<file path="src/rtl/bseq_pkg.sv">
package bseq_pkg;

    typedef enum logic [3:0] {
        ST_OP,
        ST_OP_JMP,
        ST_ZP_OPR,
        ST_RD_ZP,
        ST_ZPX_OPR,
        ST_ZPX_DEAD,
        ST_RD_SUM,
        ST_IND_OPR,
        ST_PTR_LO,
        ST_PTR_HI,
        ST_RD_IND,
        ST_JMP_LO,
        ST_JMP_HI
    } seq_state_e;

    typedef enum logic [2:0] {
        SEL_PC,
        SEL_PAGE0_DL,
        SEL_PAGE0_TMP,
        SEL_PAGE0_TMP_INC,
        SEL_DL_TMP
    } addr_sel_e;

    typedef struct packed {
        addr_sel_e sel;
        logic      rd;
        logic      data_rd;
    } bus_ctl_t;

    localparam logic [7:0] OPC_LD_PAGE0  = 8'h11;
    localparam logic [7:0] OPC_LD_INDEX  = 8'h12;
    localparam logic [7:0] OPC_LD_PTR    = 8'h13;
    localparam logic [7:0] OPC_JUMP      = 8'h20;

    function automatic seq_state_e decode_op(input logic [7:0] opc);
        seq_state_e nxt;
        case (opc)
            OPC_LD_PAGE0: nxt = ST_ZP_OPR;
            OPC_LD_INDEX: nxt = ST_ZPX_OPR;
            OPC_LD_PTR:   nxt = ST_IND_OPR;
            OPC_JUMP:     nxt = ST_JMP_LO;
            default:      nxt = ST_OP;
        endcase
        return nxt;
    endfunction

    function automatic bus_ctl_t ctl_of(input seq_state_e st);
        bus_ctl_t c;
        c = '{sel: SEL_PC, rd: 1'b1, data_rd: 1'b0};
        case (st)
            ST_OP_JMP:   c.sel = SEL_DL_TMP;
            ST_RD_ZP:    begin c.sel = SEL_PAGE0_DL;  c.data_rd = 1'b1; end
            ST_ZPX_DEAD: c.rd = 1'b0;
            ST_RD_SUM:   begin c.sel = SEL_PAGE0_TMP; c.data_rd = 1'b1; end
            ST_PTR_LO:   c.sel = SEL_PAGE0_DL;
            ST_PTR_HI:   c.sel = SEL_PAGE0_TMP_INC;
            ST_RD_IND:   begin c.sel = SEL_DL_TMP;    c.data_rd = 1'b1; end
            default:     c.sel = SEL_PC;
        endcase
        return c;
    endfunction

endpackage

</file>
<file path="src/rtl/bseq_dlatch.sv">
module bseq_dlatch #(
    parameter int DW = 8
) (
    input  logic          clk,
    input  logic          rst,
    input  logic          phi2,
    input  logic [DW-1:0] din,
    input  logic          capture,
    output logic [DW-1:0] dl,
    output logic [DW-1:0] ld_val,
    output logic          ld_valid
);

    always_ff @(posedge clk) begin
        if (rst) begin
            dl       <= '0;
            ld_val   <= '0;
            ld_valid <= 1'b0;
        end else begin
            ld_valid <= 1'b0;
            if (phi2) begin
                dl <= din;
                if (capture) begin
                    ld_val   <= din;
                    ld_valid <= 1'b1;
                end
            end
        end
    end

    // the captured byte holds across a phase-2-low clock
    p_dl_hold_r2: assert property (@(posedge clk) disable iff (rst)
        (!phi2 && !$past(rst)) |=> $stable(dl));

    // the load pulse lasts one clock
    p_ldv_pulse_r9: assert property (@(posedge clk) disable iff (rst)
        ld_valid |=> !ld_valid);

    // the reported byte is what the bus carried at the closing edge
    p_ld_value_r9: assert property (@(posedge clk) disable iff (rst)
        (ld_valid && !$past(rst)) |-> (ld_val == $past(din)));

endmodule

</file>
<file path="src/rtl/bseq_ctrl.sv">
module bseq_ctrl
    import bseq_pkg::*;
#(
    parameter int AW = 16,
    parameter int DW = 8
) (
    input  logic          clk,
    input  logic          rst,
    input  logic          phi2,
    input  logic [DW-1:0] din,
    input  logic [DW-1:0] dl,
    input  logic [DW-1:0] x_idx,
    input  logic [AW-1:0] rst_vec,
    output seq_state_e    st,
    output bus_ctl_t      ctl,
    output logic [AW-1:0] pc,
    output logic [DW-1:0] tmp
);

    seq_state_e    st_nxt;
    logic [AW-1:0] pc_nxt;
    logic [DW-1:0] tmp_nxt;
    logic [AW-1:0] jmp_tgt;
    logic [AW-1:0] pc_inc;

    assign ctl     = ctl_of(st);
    assign jmp_tgt = AW'({dl, tmp});
    assign pc_inc  = pc + AW'(1);

    always_comb begin
        st_nxt  = st;
        pc_nxt  = pc;
        tmp_nxt = tmp;
        case (st)
            ST_OP:       begin st_nxt = decode_op(din[7:0]); pc_nxt = pc_inc; end
            ST_OP_JMP:   begin st_nxt = decode_op(din[7:0]); pc_nxt = jmp_tgt + AW'(1); end
            ST_ZP_OPR:   begin st_nxt = ST_RD_ZP;    pc_nxt = pc_inc; end
            ST_ZPX_OPR:  begin st_nxt = ST_ZPX_DEAD; pc_nxt = pc_inc; end
            ST_ZPX_DEAD: begin st_nxt = ST_RD_SUM;   tmp_nxt = dl + x_idx; end
            ST_IND_OPR:  begin st_nxt = ST_PTR_LO;   pc_nxt = pc_inc; tmp_nxt = din; end
            ST_PTR_LO:   st_nxt = ST_PTR_HI;
            ST_PTR_HI:   begin st_nxt = ST_RD_IND;   tmp_nxt = dl; end
            ST_JMP_LO:   begin st_nxt = ST_JMP_HI;   pc_nxt = pc_inc; tmp_nxt = din; end
            ST_JMP_HI:   begin st_nxt = ST_OP_JMP;   pc_nxt = pc_inc; end
            default:     st_nxt = ST_OP;
        endcase
    end

    always_ff @(posedge clk) begin
        if (rst) begin
            st  <= ST_OP;
            pc  <= rst_vec;
            tmp <= '0;
        end else if (phi2) begin
            st  <= st_nxt;
            pc  <= pc_nxt;
            tmp <= tmp_nxt;
        end
    end

    // the dead cycle leaves the wrapped sum of operand and index
    p_index_sum_r4: assert property (@(posedge clk) disable iff (rst)
        ($past(st) == ST_ZPX_DEAD && $past(phi2) && !$past(rst))
        |-> (tmp == DW'($past(dl) + $past(x_idx))));

    // the operand fetch of an indexed load is followed by a dead cycle
    p_dead_follows_r4: assert property (@(posedge clk) disable iff (rst)
        ($past(st) == ST_ZPX_OPR && $past(phi2) && !$past(rst))
        |-> (st == ST_ZPX_DEAD));

    // data reads leave the program counter alone
    p_pc_frozen_r7: assert property (@(posedge clk) disable iff (rst)
        (phi2 && ctl.data_rd) |=> $stable(pc));

endmodule

</file>
<file path="src/rtl/bseq_addr_mux.sv">
module bseq_addr_mux
    import bseq_pkg::*;
#(
    parameter int AW = 16,
    parameter int DW = 8
) (
    input  bus_ctl_t      ctl,
    input  logic [AW-1:0] pc,
    input  logic [DW-1:0] dl,
    input  logic [DW-1:0] tmp,
    output logic [AW-1:0] addr,
    output logic          rd
);

    localparam int PW = AW - DW;

    logic [DW-1:0] tmp_inc;
    assign tmp_inc = tmp + DW'(1);

    always_comb begin
        case (ctl.sel)
            SEL_PAGE0_DL:      addr = {{PW{1'b0}}, dl};
            SEL_PAGE0_TMP:     addr = {{PW{1'b0}}, tmp};
            SEL_PAGE0_TMP_INC: addr = {{PW{1'b0}}, tmp_inc};
            SEL_DL_TMP:        addr = AW'({dl, tmp});
            default:           addr = pc;
        endcase
    end

    assign rd = ctl.rd;

endmodule

</file>
<file path="src/rtl/bus_seq.sv">
module bus_seq
    import bseq_pkg::*;
#(
    parameter int AW = 16,
    parameter int DW = 8
) (
    input  logic          clk,
    input  logic          rst,
    input  logic          phi2,
    input  logic [DW-1:0] din,
    input  logic [DW-1:0] x_idx,
    input  logic [AW-1:0] rst_vec,
    output logic [AW-1:0] addr,
    output logic          rd,
    output logic [DW-1:0] ld_val,
    output logic          ld_valid
);

    localparam int PW = AW - DW;

    seq_state_e    st;
    bus_ctl_t      ctl;
    logic [AW-1:0] pc;
    logic [DW-1:0] tmp;
    logic [DW-1:0] dl;

    bseq_dlatch #(.DW(DW)) u_dlatch (
        .clk      (clk),
        .rst      (rst),
        .phi2     (phi2),
        .din      (din),
        .capture  (ctl.data_rd),
        .dl       (dl),
        .ld_val   (ld_val),
        .ld_valid (ld_valid)
    );

    bseq_ctrl #(.AW(AW), .DW(DW)) u_ctrl (
        .clk     (clk),
        .rst     (rst),
        .phi2    (phi2),
        .din     (din),
        .dl      (dl),
        .x_idx   (x_idx),
        .rst_vec (rst_vec),
        .st      (st),
        .ctl     (ctl),
        .pc      (pc),
        .tmp     (tmp)
    );

    bseq_addr_mux #(.AW(AW), .DW(DW)) u_amux (
        .ctl  (ctl),
        .pc   (pc),
        .dl   (dl),
        .tmp  (tmp),
        .addr (addr),
        .rd   (rd)
    );

    // the address never moves at an edge closing a phase-2-low clock
    p_addr_hold_r2: assert property (@(posedge clk) disable iff (rst)
        (!$past(phi2) && !$past(rst)) |-> $stable(addr));

    // the page-zero operand becomes the next address with no extra stage
    p_zp_forward_r3: assert property (@(posedge clk) disable iff (rst)
        ($past(st) == ST_ZP_OPR && $past(phi2) && !$past(rst))
        |-> (addr == {{PW{1'b0}}, $past(din)}));

    // the pointer high byte is forwarded next to the stored low byte
    p_ptr_forward_r5: assert property (@(posedge clk) disable iff (rst)
        ($past(st) == ST_PTR_HI && $past(phi2) && !$past(rst))
        |-> (addr == AW'({$past(din), $past(dl)})));

    // the jump target drives the very next opcode fetch
    p_jump_forward_r6: assert property (@(posedge clk) disable iff (rst)
        ($past(st) == ST_JMP_HI && $past(phi2) && !$past(rst))
        |-> (addr == AW'({$past(din), $past(tmp)})));

endmodule

</file>
<file path="config.mk">
export PLATFORM = sky130hd
export DESIGN_NAME = bus_seq
export DESIGN_NICKNAME = d
export VERILOG_FILES = /design/src/rtl/bseq_pkg.sv /design/src/rtl/bseq_dlatch.sv /design/src/rtl/bseq_ctrl.sv /design/src/rtl/bseq_addr_mux.sv /design/src/rtl/bus_seq.sv
export SDC_FILE = /design/constraint.sdc
export NUM_CORES = 1
export LEC_CHECK = 0
export BUFFER_PORTS_ARGS = -buffer_cell sky130_fd_sc_hd__buf_2
export CORE_MARGIN = 1.5
export CORE_UTILIZATION = 58
export CTS_BUF_LIST = sky130_fd_sc_hd__clkbuf_16
export CTS_CLUSTER_DIAMETER = 100
export DETAILED_ROUTE_END_ITERATION = 6
export HOLD_SLACK_MARGIN = 0.05
export PLACE_DENSITY = 0.89
export SYNTH_ARGS = -nofsm -noshare
export SYNTH_HDL_FRONTEND = slang
export SYNTH_SLANG_ARGS = --single-unit
export TNS_END_PERCENT = 10
</file>
<file path="constraint.sdc">
create_clock -name clk -period 3.5 [get_ports clk]
set_input_delay 0.525 -clock clk [delete_from_list [all_inputs] [get_ports clk]]
set_output_delay 0.525 -clock clk [all_outputs]
set_load 0.01 [all_outputs]
</file>
# ---- Word level (Yosys, flattened, before mapping)
# Cells that the tools add are included.
dict set report classes {
  addsub 4
  n_eq_ne 20
  muxes 11
  n_bitwise 1
  n_reduce_logical 14
}
# op count
set ops {}
lappend ops {{$pmux W16 S4} 1}
lappend ops {{$pmux W4 S9} 1}
lappend ops {{$add A16 B1 Y16 const B} 2}
lappend ops {{$mux W16} 2}
lappend ops {{$pmux W16 S2} 1}
lappend ops {{$eq A8 B5 Y1 const B} 3}
lappend ops {{$pmux W8 S3} 1}
lappend ops {{$eq A4 B4 Y1 const B} 5}
lappend ops {{$eq A4 B3 Y1 const B} 4}
lappend ops {{$pmux W4 S4} 1}
lappend ops {{$pmux W3 S4} 1}
lappend ops {{$reduce_or A2 Y1} 5}
lappend ops {{$add A8 B1 Y8 const B} 1}
lappend ops {{$add A8 B8 Y8} 1}
lappend ops {{$eq A4 B2 Y1 const B} 2}
lappend ops {{$eq A8 B6 Y1 const B} 1}
lappend ops {{$eq A3 B2 Y1 const B} 2}
lappend ops {{$reduce_and A2 Y1} 3}
lappend ops {{$reduce_bool A3 Y1} 2}
lappend ops {{$reduce_or A6 Y1} 1}
lappend ops {{$eq A4 B1 Y1 const B} 1}
lappend ops {{$logic_not A4 Y1} 1}
lappend ops {{$eq A3 B1 Y1 const B} 1}
lappend ops {{$eq A3 B3 Y1 const B} 1}
lappend ops {{4 further kinds} 6}
dict set report word_totals {
  reg_bits 45
  inputBits 35
  output_inout_bits 26
  word_cells 56
}

# ---- Longest topological paths before layout
# Gate-level depths: netlist of run 1.
dict set report depth {
  ltp_word 5
  mapped_depth 13
  ltp_nobuf 10
}

# ---- Hierarchy
# From an unflattened synthesis of run 1, not the netlist that was laid out.
dict set report hier_totals {
  hier_cells 575
  hier_area_um2 4609.4
}
# module instances cells_per_inst area_each_um2 seq_area_each_um2
set modules_own_cells {}
lappend modules_own_cells {bseq_ctrl 1 383 3105.5 720.7}
lappend modules_own_cells {bseq_addr_mux 1 126 808.3 0.0}
lappend modules_own_cells {bseq_dlatch 1 66 695.7 340.3}

# ---- Least setup slack after synthesis of run 1
# Ideal clock, no wire load.
dict set report synth_path {
  kind {flip-flop to flip-flop}
  from {register u_ctrl.st[2]}
  to {register u_ctrl.pc[6], data pin}
  setup_time_ns 0.255
  arrival_ns 2.369
  required_ns 3.245
  setup_slack_ns 0.875
  path_stages_with_launch 13
  n_path_buf 3
  period_less_slack_ns 2.625
  path_cell_list {dfxtp_1 > buf_2 > or2_2 > o221a_4 > buf_6 > o221a_2 > ha_1 > inv_1 > nand4bb_1 > buf_4 > nor2_1 > xor2_1 > a31o_1}
}
dict set report synth_between {
  elab_chain_len 5
  elab_cells_between_ends 11
  classes_between {6 x eq/ne; 3 x mux; 2 x reduce/logical}
}
# item line
set synth_rtl {}
lappend synth_rtl {{from (decl)} bseq_ctrl.sv:14} ;# output seq_state_e st,
lappend synth_rtl {{from (signal assigned)} bseq_ctrl.sv:55} ;# st <= st_nxt;
lappend synth_rtl {{$eq A4 B2 Y1 (tied with other cells)} bseq_ctrl.sv:34} ;# case (st)
lappend synth_rtl {{$reduce_or A6 Y1 (no line)} -}
lappend synth_rtl {{$pmux W16 S2 *} bseq_ctrl.sv:34}
lappend synth_rtl {{$mux W16 *} bseq_ctrl.sv:54} ;# end else if (phi2) begin
lappend synth_rtl {{$mux W16 *} bseq_ctrl.sv:50} ;# if (rst) begin
lappend synth_rtl {{to (signal assigned)} bseq_ctrl.sv:52} ;# pc <= rst_vec;
lappend synth_rtl {{to (signal assigned)} bseq_ctrl.sv:56} ;# pc <= pc_nxt;
lappend synth_rtl {{to (decl)} bseq_ctrl.sv:16} ;# output logic [AW-1:0] pc,
# Every way passes the cells marked *; elsewhere a longest branch is shown, timed or not. The select of a mux whose other input is x is not followed.
# A chain may end at the register's enable or synchronous reset.

# ---- Final worst setup path of run 1
dict set report layout_path {
  from {register u_ctrl.st[2]}
  to {output addr[7]}
}
dict set report layout_between {
  elab_chain_len 5
  elab_cells_between_ends 14
  classes_between {10 x eq/ne; 2 x mux; 2 x reduce/logical}
}
# item line
set layout_rtl {}
lappend layout_rtl {{$eq A4 B4 Y1 (tied with other cells)} bseq_pkg.sv:53} ;# case (st)
lappend layout_rtl {{$reduce_or A2 Y1 (no line)} -}
lappend layout_rtl {{$pmux W3 S4 *} bseq_pkg.sv:53}
lappend layout_rtl {{$eq A3 B3 Y1 (tied with other cells)} bseq_addr_mux.sv:21} ;# case (ctl.sel)
lappend layout_rtl {{$pmux W16 S4 *} bseq_addr_mux.sv:21}
lappend layout_rtl {{to (decl)} bus_seq.sv:13} ;# output logic [AW-1:0] addr,
# Every way passes the cells marked *; elsewhere a longest branch is shown, timed or not.

==> results of run 1 <==
## synthesized netlist by cell type (8+ instances only)
library cell / instances / area [um^2]
a31oi_1: 14 / 87.6
clkbuf_1: 27 / 101
o221a_2: 8 / 90.1
nor2b_1: 12 / 75.1
nand2_1: 58 / 218
dfxtp_1: 29 / 581
a21oi_1: 27 / 135
nor2_1: 67 / 251
mux2i_1: 19 / 190
xnor2_1: 13 / 114
edfxtp_1: 16 / 480
a22oi_1: 14 / 105
nand3_1: 11 / 55.1
nor3b_1: 13 / 97.6
ha_1: 9 / 113
nor3_1: 9 / 45.0
o21ai_0: 69 / 345
inv_1: 18 / 67.6
## path summary, 6_finish.rpt
path              depth (start not counted)            endpoint  slack [ns]
setup / recovery                          9             addr[7]        0.19
hold / removal                            2  u_dlatch.ld_val[7]        0.50
setup reg to reg                         10       u_ctrl.pc[12]        0.20
hold reg to reg                           2  u_dlatch.ld_val[7]        0.50
## cell families (layout without fill, tap and decap cells)
kind of cell,after synthesis,count (layout),synth area share (%)
fa+ha+maj,10,10,3.28
simple gates,200,200,24.2
buf+inv,63,104,6.59
compound gates,182,182,30.0
mux,23,23,5.81
flops,45,45,26.2
xor+xnor,18,18,3.90
## cells in the final DEF, fill, tap and decap left out, types with 3 or more instances in the layout
master	count
nor3_1	9
nand2_1	58
o211ai_1	3
nor2_1	67
o21ai_1	3
a31oi_1	14
o22ai_1	3
nand2b_1	7
and3_1	3
nand3_1	11
o221ai_1	6
buf_4	16
inv_1	18
xor2_1	5
mux2i_1	19
nand4_1	4
a22oi_1	14
nor2b_1	12
ha_1	9
edfxtp_1	16
o221a_2	8
xnor2_1	13
dfxtp_1	29
nor3b_1	13
clkbuf_16	5
a21oi_1	27
a31o_1	3
buf_2	60
mux2_2	4
o21ai_0	69
## timing repair
item | 4_1_cts | 5_1_grt
resized for setup | 0 | 1
endpoints found under the hold margin | 0 | 0
endpoints found under the setup margin | 0 | 4
## state kept, by name, summed over array words and instances (netlist names)
signal,cells
u_ctrl.pc,16
u_ctrl.st,4
u_ctrl.tmp,8
u_dlatch.dl,8
u_dlatch.ld_val,8
u_dlatch.ld_valid,1
## power by group
part	internal [W]	switching, W	leakage, nW
registers	0.000577	0.0000474	0.400
clock network	0.000343	0.000230	0.0863
logic	0.000145	0.000177	1.41
## metal layers
metal  vias up  global-route usage [%]  routed length [um]
met4         0                    21.1                 638
li1       2045                       -                   -
met5         -                       0                   0
met2       320                    53.3                5610
met1      2051                    42.9                4910
met3        68                    7.05                1250
## stage by stage
step | hold slack [ns] | cell area [um^2]
after floorplan | 0.526 | 4050
after global placement | 0.471 | 4370
after detailed placement | 0.481 | 4370
after CTS | 0.498 | 4550
after global routing | 0.528 | 4550
final | 0.495 | 4550
## worst min-delay path: cells and delay by family, from the launching register on
kind             cells  cell delay, ns
multiplexers         1            0.06
AND/OR/NAND/NOR      1            0.07
flip-flops           1            0.32
## area by class of cell
cell class / instances / share of cell area (%)
clock buffers: 5 / 2.75
flip-flops and latches: 45 / 23.3
clock inverters: 3 / 1.04
inverters: 20 / 1.65
well taps: 80 / 2.20
repair buffers: 76 / 9.24
multi-input cells: 433 / 59.8
==> metrics.md, run 1 <==
| Metric | Value |
|---|---|
| Status | finished clean |
| Drt pass-1 iters | 6 |
| Async set-reset flop share out of synthesis | 0% |
| MaxCap Viol Count | 0 |
| Reg2reg start | u_ctrl.st[2] |
| CTS tree | built |
| Worst setup path startpoint | u_ctrl.st[2] |
| DIE AREA | roughly 7500 um^2 |
| TritonCTS Sinks | 45 |
| Synthesized Nets | 586 |
| Largest stage delay on the critical path | 0.46 ns |
| Slew @ Worst Pin | approximately 0.80 ns |
| Area grow syn2layout | 12.5% |
| First-pass GRT wire length | about 20000 um |
| Synthesized flop and latch total | 45 |
| Clk_skew | between 0.006 and 0.007 ns |
| Post-DP HPWL | 8700 um |
| Synth Cell Area | 4050 um^2 |
| Largest net degree at the start of global routing | 46 |
| Worst path buffer plus inverter count | 4 |
| Power per Cell Area | 334 nW/um^2 |
| Crit path max-delay family | simple AND/OR/NAND/NOR gates |
| Cell variety after synth | 73 |
| Crit path top cell by count | buf_4 |
| Setup bufs post-CTS | 0 |
| Mean Syn Cell Area | between 7 and 8 um^2 |
| # fillers | 570 |
| Vias in the first global route | ~4100 |
| Root Driver | clkbuf_16 |
| Worst Hold Launch | u_dlatch.ld_val[7] |
| Fin. max-slew vios | 0 |
| Die Height | 86.5 um |
| Critical path class | reg -> out |
| Final Hold Viols | 0 |
| Post-Place Cells | ~650 |
| Setup ws final | between 0.15 and 0.2 ns |
| Syn Inst Count | around 540 |
| Slowest stage cell, crit path | dfxtp_1 |
| Top_reg_cell synth | dfxtp_1 |
| Critical Path AT | around 2.8 ns |
| Core Util, Final | 67.4% |
| # setup viols final | 0 |
| DP Worst Slack | ~0.16 ns |
| Worst-path clk slew | ~0.070 ns |
| P_leak | 1.90 nW |
| Port-buffer cells | 60 |
| Nets | about 630 |
| Vias | around 4500 |
| Initial antenna violation count | 0 |
| Diodes inserted | 0 |
| Peak VDD IR | between 0.2 and 0.25 mV |
| Hold_buf cts | 0 |
| Die width | around 87 um |
| Crit. End Element | output port |
| # IOs | slightly above 60 |
| FF/Latch Area | around 1100 um^2 |
| Sequential share of the synthesized area | between 20% and 30% |
| Critical path cell sequence | buf_4 -> buf_4 -> nor2_1 -> and3_1 -> buf_4 -> nand2_1 -> or3_1 -> a31oi_1 -> buf_2 |
| Worst skew pair latency | 0.29 ns |
| Startpoint Class | flip-flop |
| Ys Warns | 0 |
| Global Route Usage Sum | about a third |
| Tmin final | between 3 and 4 ns |
| Global placer's final weighted congestion | roughly 1.0 |
| Sum Neg Setup Slack | 0 ns |
| DR WL/cell | ~19 um |
| Detailed-route DRC error count | 0 |
| Final worst-path cycle share | between 90% and 100% |
| HP Class | reg -> reg |
| GRT overflow | 0 |
| Antenna Nets Post-Route | 0 |
| CP max FO | 23 |
| Number of flops mapped to enable cells by yosys | 16 |
| Final total power | 0.00152 W |
| Std-Cell Rows | 30 |
| Worst rel slew slack | between 40% and 50% |
| Layout cell share with drive strength beyond 1 | between 10% and 20% |
| Max Root-Sink Buffers | 2 |
| Critical Path RT | ~3 ns |
| Area of the multi-input gates | roughly 2700 um^2 |
| Initial Utilization | 59.9% |
| Via density | 6.77 |
| F_max | roughly 300 MHz |
| 1st-iter DRT viols | 775 |
| Deepest level of the CTS H-tree | 2 |
| Post-route insts no fill | 662 |
| Total CTS buffers | 5 |
| Core ar. | 6760 um^2 |
| Routed Wire Length | between 10000 and 15000 um |
No activity file was read; power rests on OpenSTA's default activity.
==> run 2, diff against run 1 <==
--- a/config.mk
+++ b/config.mk
@@ -6,6 +6,7 @@
 export NUM_CORES = 1
 export LEC_CHECK = 0
 export BUFFER_PORTS_ARGS = -buffer_cell sky130_fd_sc_hd__buf_2
+export CORE_ASPECT_RATIO = 0.8
 export CORE_MARGIN = 1.5
 export CORE_UTILIZATION = 58
 export CTS_BUF_LIST = sky130_fd_sc_hd__clkbuf_16
==> run 2 against run 1 <==
- first-iteration DRC count fell by 9.2%
- non-clock buffer count fell by 5
- register-to-register slack improved by 0.05 ns
- clock-buffer cell count rose by 1
- clock skew rose by 0.0028 ns
- final cell count rose by 0.30%
- fmax rose by 1.6%
- wire length rose by 2.0%
- sequential cell count did not move
- worst setup slack improved by 0.054 ns
- core utilization fell by 1.2 points
- highest routed layer unchanged
==> metrics.md, run 2 (same netlist as run 1, synthesis figures left out) <==
| Metric | Value |
|---|---|
| Critical path class | reg -> out (unchanged) |
| Nets | 621 (was 626) |
| Setup bufs post-CTS | 0 (unchanged) |
| Startpoint Class | flip-flop (unchanged) |
| CTS tree | built (unchanged) |
| Via density | 6.77 (about the same) |
| P_leak | 1.87 nW (was 1.90 nW) |
| R2R Setup Slk | 0.25 ns (was 0.20 ns) |
| Initial antenna violation count | 0 (unchanged) |
| # IOs | 61 (unchanged) |
| Std-Cell Rows | 27 (was 30) |
| Commonest non-fill, non-tap cell in the layout | o21ai_0 (unchanged) |
| Final Hold Viols | 0 (unchanged) |
| Global placer's final weighted congestion | 0.989 (was 1.02) |
| CP max FO | 20 (was 23) |
| First-pass GRT wire length | 20200 um (was 20100 um) |
| TritonCTS Sinks | 45 (unchanged) |
| Post-DP HPWL | 9010 um (was 8700 um) |
| Largest register FFs | 16 (unchanged) |
| Reg2reg start | u_ctrl.st[2] (unchanged) |
| MaxCap Viol Count | 0 (unchanged) |
| Root Driver | clkbuf_16 (unchanged) |
| RSZ-0062 raised after global routing | false |
| Die Height | 77.7 um (was 86.5 um) |
| Routed Wire Length | 12700 um (was 12400 um) |
| # fillers | 582 (was 570) |
| Sequential power share | 42.2% (was 41.1%) |
| Critical Path RT | 2.97 ns (about the same) |
| Most flop-heavy register | u_ctrl.pc (unchanged) |
| Area grow syn2layout | 11.7% (was 12.5%) |
| # setup viols final | 0 (unchanged) |
| Deepest level of the CTS H-tree | 2 (unchanged) |
| Hold_buf cts | 0 (unchanged) |
| Clock power share | 36.4% (was 37.7%) |
| Vias | 4494 (was 4484) |
| Largest stage delay on the critical path | 0.61 ns (was 0.46 ns) |
| Crit. End Element | output port (unchanged) |
| Initial Utilization | 59.3% (was 59.9%) |
| DR WL/cell | 19.1 um (was 18.7 um) |
| Slew @ Worst Pin | 0.869 ns (was 0.800 ns) |
| Worst-path clk slew | 0.07 ns (about the same) |
| Area of the multi-input gates | 2720 um^2 (unchanged) |
| Final worst-path cycle share | 93.1% (was 94.6%) |
| Antenna Nets Post-Route | 0 (unchanged) |
| Fin Hold WS | 0.497 ns (was 0.495 ns) |
| Drt pass-1 iters | 7 (was 6) |
| Critical path cell sequence | buf_4 -> inv_2 -> nor2_1 -> a22o_1 -> a22oi_1 -> o21ai_0 -> buf_2 (was buf_4 -> buf_4 -> nor2_1 -> and3_1 -> buf_4 -> nand2_1 -> or3_1 -> a31oi_1 -> buf_2) |
| FF/Latch Area | 1060 um^2 (unchanged) |
| Port-buffer cells | 60 (unchanged) |
| Core ar. | 6820 um^2 (was 6760 um^2) |
| Detailed-route DRC error count | 0 (unchanged) |
| HP Class | reg -> reg (unchanged) |
| FF-to-FF path depth | 9 (was 10) |
| Diodes inserted | 0 (unchanged) |
| Sw Ratio | 30.3% (was 29.9%) |
| 1st-iter DRT viols | 704 (was 775) |
| Worst skew pair latency | 0.30 ns (was 0.29 ns) |
| Max Root-Sink Buffers | 2 (unchanged) |
| Power per Cell Area | 328 nW/um^2 (was 334 nW/um^2) |
| Commonest cells after routing, fill and taps aside | 69 x o21ai_0, 67 x nor2_1, 60 x buf_2, 58 x nand2_1, 29 x dfxtp_1 (unchanged) |
| DIE AREA | 7490 um^2 (was 7480 um^2) |
| Global Route Usage Sum | 34.6% (was 34.0%) |
| Total net switching power | 0.000450 W (was 0.000454 W) |
| Worst Hold Launch | u_dlatch.ld_val[2] (was u_dlatch.ld_val[7]) |
| Critical Path End | addr[11] (was addr[7]) |
| Vias in the first global route | 4122 (was 4142) |
| Final total power | 0.00148 W (was 0.00152 W) |
| GRT overflow | 0 (unchanged) |
| Largest net degree at the start of global routing | 46 (unchanged) |
| Clk_skew | 0.00890 ns (was 0.00610 ns) |
| Pint | 0.00103 W (was 0.00107 W) |
| Critical Path AT | 2.73 ns (was 2.79 ns) |
| Slowest stage cell, crit path | nor2_1 (was dfxtp_1) |
| Status | finished clean (unchanged) |
| Die width | 96.4 um (was 86.5 um) |
| Layout cell share with drive strength beyond 1 | 18.7% (was 19.4%) |
| Reg2reg end | u_ctrl.pc[12] (unchanged) |
| Worst setup path startpoint | u_ctrl.st[0] (was u_ctrl.st[2]) |
| Fin. max-slew vios | 0 (unchanged) |
| Tmin final | 3.26 ns (was 3.31 ns) |
| Total CTS buffers | 5 (unchanged) |
| Sum Neg Setup Slack | 0 ns (unchanged) |
| Worst rel slew slack | 41.6% (was 46.2%) |
| F_max | 307 MHz (was 302 MHz) |
| Peak VDD IR | 0.237 mV (was 0.225 mV) |
| Logic pwr share | 21.4% (was 21.2%) |
| Core Util, Final | 66.2% (was 67.4%) |
[run 2: area by class of cell]
type / count / share of cell area [%]
multi-input cells: 433 / 60.3
flip-flops and latches: 45 / 23.5
repair buffers: 71 / 8.47
clock buffers: 6 / 3.32
well taps: 87 / 2.41
inverters: 20 / 1.66
clock inverters: 2 / 0.388
[run 2: worst max-delay path, delay by kind of cell, from the launching register on]
family	cells	cell delay, ns
and+or+nand+nor	1	0.61
buffers and inverters	3	0.67
AOI/OAI and AO/OA	3	0.55
DFF	1	0.59
[run 2: through the flow]
| stage | instances | worst slack (ns) | area, um^2 |
|---|---|---|---|
| floorplan | 541 | 0.875 | 4050 |
| global placement | 656 | 0.401 | 4350 |
| detailed placement | 656 | 0.200 | 4350 |
| CTS | 664 | 0.180 | 4510 |
| global route | 664 | 0.0856 | 4520 |
| finish | 664 | 0.241 | 4520 |
[run 2: how the worst min path moves through the flow]
stage                              end  cells after the start
detailed placement  u_dlatch.ld_val[2]                      2
CTS                 u_dlatch.ld_val[2]                      2
global route              u_ctrl.pc[5]                      3
finish              u_dlatch.ld_val[2]                      2
floorplan                u_ctrl.tmp[2]                      2
global placement    u_dlatch.ld_val[3]                      2
[run 2: repair_timing]
item	CTS	global route
endpoints found under the hold margin	0	0
endpoints found under the setup margin	0	3
gates resized for setup	0	1
[run 2: power groups by stage]
stage | clock, W | sequential [W] | combinational, W
6_report | 0.000541 | 0.000627 | 0.000317
5_1_grt | 0.000557 | 0.000627 | 0.000349
2_1_floorplan | 0 | 0.000611 | 0.000224
3_5_place_dp | 0 | 0.000634 | 0.000308
4_1_cts | 0.000536 | 0.000622 | 0.000310
3_3_place_gp | 0 | 0.000633 | 0.000296
[run 2: metal layers]
| layer | up-vias | track usage (%) | wire, um |
|---|---|---|---|
| met5 | - | 0 | 0 |
| met4 | 0 | 13.9 | 439 |
| met3 | 58 | 6.86 | 1520 |
| met2 | 341 | 52.5 | 5610 |
| met1 | 2056 | 47.7 | 5080 |
| li1 | 2039 | - | - |
==> run 3, diff against run 2 <==
--- a/config.mk
+++ b/config.mk
@@ -6,9 +6,11 @@
 export NUM_CORES = 1
 export LEC_CHECK = 0
 export BUFFER_PORTS_ARGS = -buffer_cell sky130_fd_sc_hd__buf_2
+export CELL_PAD_IN_SITES_DETAIL_PLACEMENT = 0
+export CELL_PAD_IN_SITES_GLOBAL_PLACEMENT = 1
 export CORE_ASPECT_RATIO = 0.8
-export CORE_MARGIN = 1.5
-export CORE_UTILIZATION = 58
+export CORE_MARGIN = 4
+export CORE_UTILIZATION = 42
 export CTS_BUF_LIST = sky130_fd_sc_hd__clkbuf_16
 export CTS_CLUSTER_DIAMETER = 100
 export DETAILED_ROUTE_END_ITERATION = 6
==> run 3 against run 2 <==
- power is 0.35% lower
- critical path type is now reg -> reg
- critical endpoint is now u_ctrl.pc[6]
- core utilization is 17 points lower
- die area is 51% higher
- first-iteration DRC count is 46% lower
- cell area is 1.5% higher
- via count is 4.7% lower
- largest power group unchanged
- worst hold slack worse by 0.0030 ns
- fmax is 0.78% higher
- highest routed layer unchanged
==> metrics.md, run 3 (same netlist as run 1, synthesis figures left out) <==
| Metric | Value |
|---|---|
| Status | finished clean (unchanged) |
| Die width | 118 um (was 96.4 um) |
| Core Util, Final | 49.7% (was 66.2%) |
| # setup viols final | 0 (unchanged) |
| Worst skew pair latency | 0.29 ns (was 0.30 ns) |
| Design Area, Final | 4590 um^2 (was 4520 um^2) |
| Worst-path clk slew | 0.07 ns (about the same) |
| Via density | 6.16 (was 6.77) |
| Diodes inserted | 0 (unchanged) |
| Std-Cell Rows | 31 (was 27) |
| Crit. End Element | flip-flop (was output port) |
| Power per Cell Area | 322 nW/um^2 (was 328 nW/um^2) |
| Global Route Usage Sum | 22.3% (was 34.6%) |
| Fin. max-slew vios | 0 (unchanged) |
| Detailed-route DRC error count | 0 (unchanged) |
| Critical path class | reg -> reg (was reg -> out) |
| Max Root-Sink Buffers | 2 (unchanged) |
| Port-buffer cells | 60 (unchanged) |
| Vias | 4283 (was 4494) |
| Clk_skew | 0.00582 ns (was 0.00890 ns) |
| Critical path cell sequence | nor2_1 -> a221oi_4 -> o221a_2 -> ha_1 -> inv_1 -> nand4bb_1 -> o21ba_1 -> o41ai_2 -> a31o_1 (was buf_4 -> inv_2 -> nor2_1 -> a22o_1 -> a22oi_1 -> o21ai_0 -> buf_2) |
| Sum Neg Setup Slack | 0 ns (unchanged) |
| Slew @ Worst Pin | 0.807 ns (was 0.869 ns) |
| Critical Path RT | 3.66 ns (was 2.97 ns) |
| DIE AREA | 11300 um^2 (was 7490 um^2) |
| F_max | 309 MHz (was 307 MHz) |
| Root Driver | clkbuf_16 (unchanged) |
| Post-DP HPWL | 9500 um (was 9010 um) |
| Worst rel slew slack | 45.6% (was 41.6%) |
| Most flop-heavy register | u_ctrl.pc (unchanged) |
| GRT overflow | 0 (unchanged) |
| Dpl cell area | 4400 um^2 (was 4350 um^2) |
| Startpoint Class | flip-flop (unchanged) |
| Reg2reg start | u_ctrl.st[2] (unchanged) |
| # IOs | 61 (unchanged) |
| Layout cell share with drive strength beyond 1 | 19.5% (was 18.7%) |
| Core ar. | 9230 um^2 (was 6820 um^2) |
| Largest register FFs | 16 (unchanged) |
| HP Class | reg -> reg (unchanged) |
| Vias in the first global route | 3928 (was 4122) |
| Tmin final | 3.23 ns (was 3.26 ns) |
| CTS tree | built (unchanged) |
| Largest net degree at the start of global routing | 46 (unchanged) |
| Final Hold Viols | 0 (unchanged) |
| Deepest level of the CTS H-tree | 2 (unchanged) |
| Setup bufs post-CTS | 0 (unchanged) |
| Final total power | 0.00148 W (about the same) |
| CP max FO | 22 (was 20) |
| 1st-iter DRT viols | 380 (was 704) |
| TritonCTS Sinks | 45 (unchanged) |
| Nets | 624 (was 621) |
| RSZ-0062 raised after global routing | false (unchanged) |
| Antenna Nets Post-Route | 0 (unchanged) |
| Slowest stage cell, crit path | dfxtp_2 (was nor2_1) |
| Reg2reg end | u_ctrl.pc[6] (was u_ctrl.pc[12]) |
| Total CTS buffers | 5 (unchanged) |
| Global placer's final weighted congestion | 0.910 (was 0.989) |
| DR WL/cell | 18.5 um (was 19.1 um) |
| Routed Wire Length | 12800 um (was 12700 um) |
| Peak VDD IR | 0.191 mV (was 0.237 mV) |
| # fillers | 915 (was 582) |
| Worst setup path startpoint | u_ctrl.st[2] (was u_ctrl.st[0]) |
| Die Height | 95.8 um (was 77.7 um) |
| Critical Path AT | 3.39 ns (was 2.73 ns) |
| Initial Utilization | 43.8% (was 59.3%) |
| Fin Hold WS | 0.494 ns (was 0.497 ns) |
| Commonest non-fill, non-tap cell in the layout | o21ai_0 (unchanged) |
| Final worst-path cycle share | 92.4% (was 93.1%) |
| Area grow syn2layout | 13.4% (was 11.7%) |
| Initial antenna violation count | 0 (unchanged) |
| Hold_buf cts | 0 (unchanged) |
| MaxCap Viol Count | 0 (unchanged) |
| Critical Path End | u_ctrl.pc[6] (was addr[11]) |
| P_leak | 1.89 nW (was 1.87 nW) |
| First-pass GRT wire length | 20500 um (was 20200 um) |
| Post-cts gate resize count | 1 (was 0) |
| Largest stage delay on the critical path | 0.53 ns (was 0.61 ns) |
| Commonest cells after routing, fill and taps aside | 69 x o21ai_0, 67 x nor2_1, 60 x buf_2, 58 x nand2_1 (was 69 x o21ai_0, 67 x nor2_1, 60 x buf_2, 58 x nand2_1, 29 x dfxtp_1) |
| Drt pass-1 iters | 5 (was 7) |
| FF-to-FF path depth | 9 (unchanged) |
| R2R Setup Slk | 0.27 ns (was 0.25 ns) |
run 3: cell count changes in the layout (fill, tap and decap cells not counted), sizes merged:
cell,previous run,this run
buf,71,74
clkinv,1,2
inv,21,20
run 3: worst min-delay path by stage:
| stage | start | to | slack (ns) | cells past startpoint |
|---|---|---|---|---|
| finish | u_dlatch.ld_val[4] | u_dlatch.ld_val[4] | 0.49 | 2 |
| global route | rst_vec[9] | u_ctrl.pc[9] | 0.52 | 3 |
| CTS | u_dlatch.ld_val[4] | u_dlatch.ld_val[4] | 0.50 | 2 |
| detailed placement | u_dlatch.ld_val[4] | u_dlatch.ld_val[4] | 0.48 | 2 |
| global placement | u_dlatch.ld_val[4] | u_dlatch.ld_val[4] | 0.47 | 2 |
| floorplan | u_dlatch.dl[2] | u_ctrl.tmp[2] | 0.53 | 2 |
run 3: final cells by class:
| class | count | area, um^2 | share of cell area [%] |
|---|---|---|---|
| clock buffer | 6 | 150 | 3.27 |
| clock inverter | 2 | 15.0 | 0.327 |
| inverter | 20 | 75.1 | 1.64 |
| multi-input combinational | 433 | 2730 | 59.6 |
| sequential | 45 | 1060 | 23.2 |
| tap | 115 | 144 | 3.14 |
| timing repair buffer | 74 | 405 | 8.84 |
run 3: where the power goes:
| group | internal, W | switching [W] |
|---|---|---|
| logic | 0.000144 | 0.000174 |
| registers | 0.000578 | 0.0000531 |
| clock network | 0.000310 | 0.000220 |
| total | 0.00103 | 0.000447 |
run 3: worst max-delay path, delay by kind of cell (launching register included):
kind,cells,cell delay [ns]
AND/OR/NAND/NOR,2,0.68
adder cells (fa/ha/maj),1,0.23
flip-flops,1,0.53
AO/OA/AOI/OAI,5,1.61
buffers and inverters,1,0.05
run 3: layer usage:
layer  vias to the layer above  part of all wire [%]  GRT usage, %  wire [um]
met5                         -                     0             0          0
met4                         0                   1.7          6.44        223
met3                        20                   8.2          4.11       1060
met2                       186                    43          34.6       5550
met1                      2029                    47          31.8       6010
li1                       2048                     -             -          -
run 3: through the flow:
stage	cells	worst slack, ns
after global placement	687	0.120
after detailed placement	687	0.00343
after global routing	695	0.0933
after floorplan	541	0.875
after CTS	695	0.0758
final	695	0.266
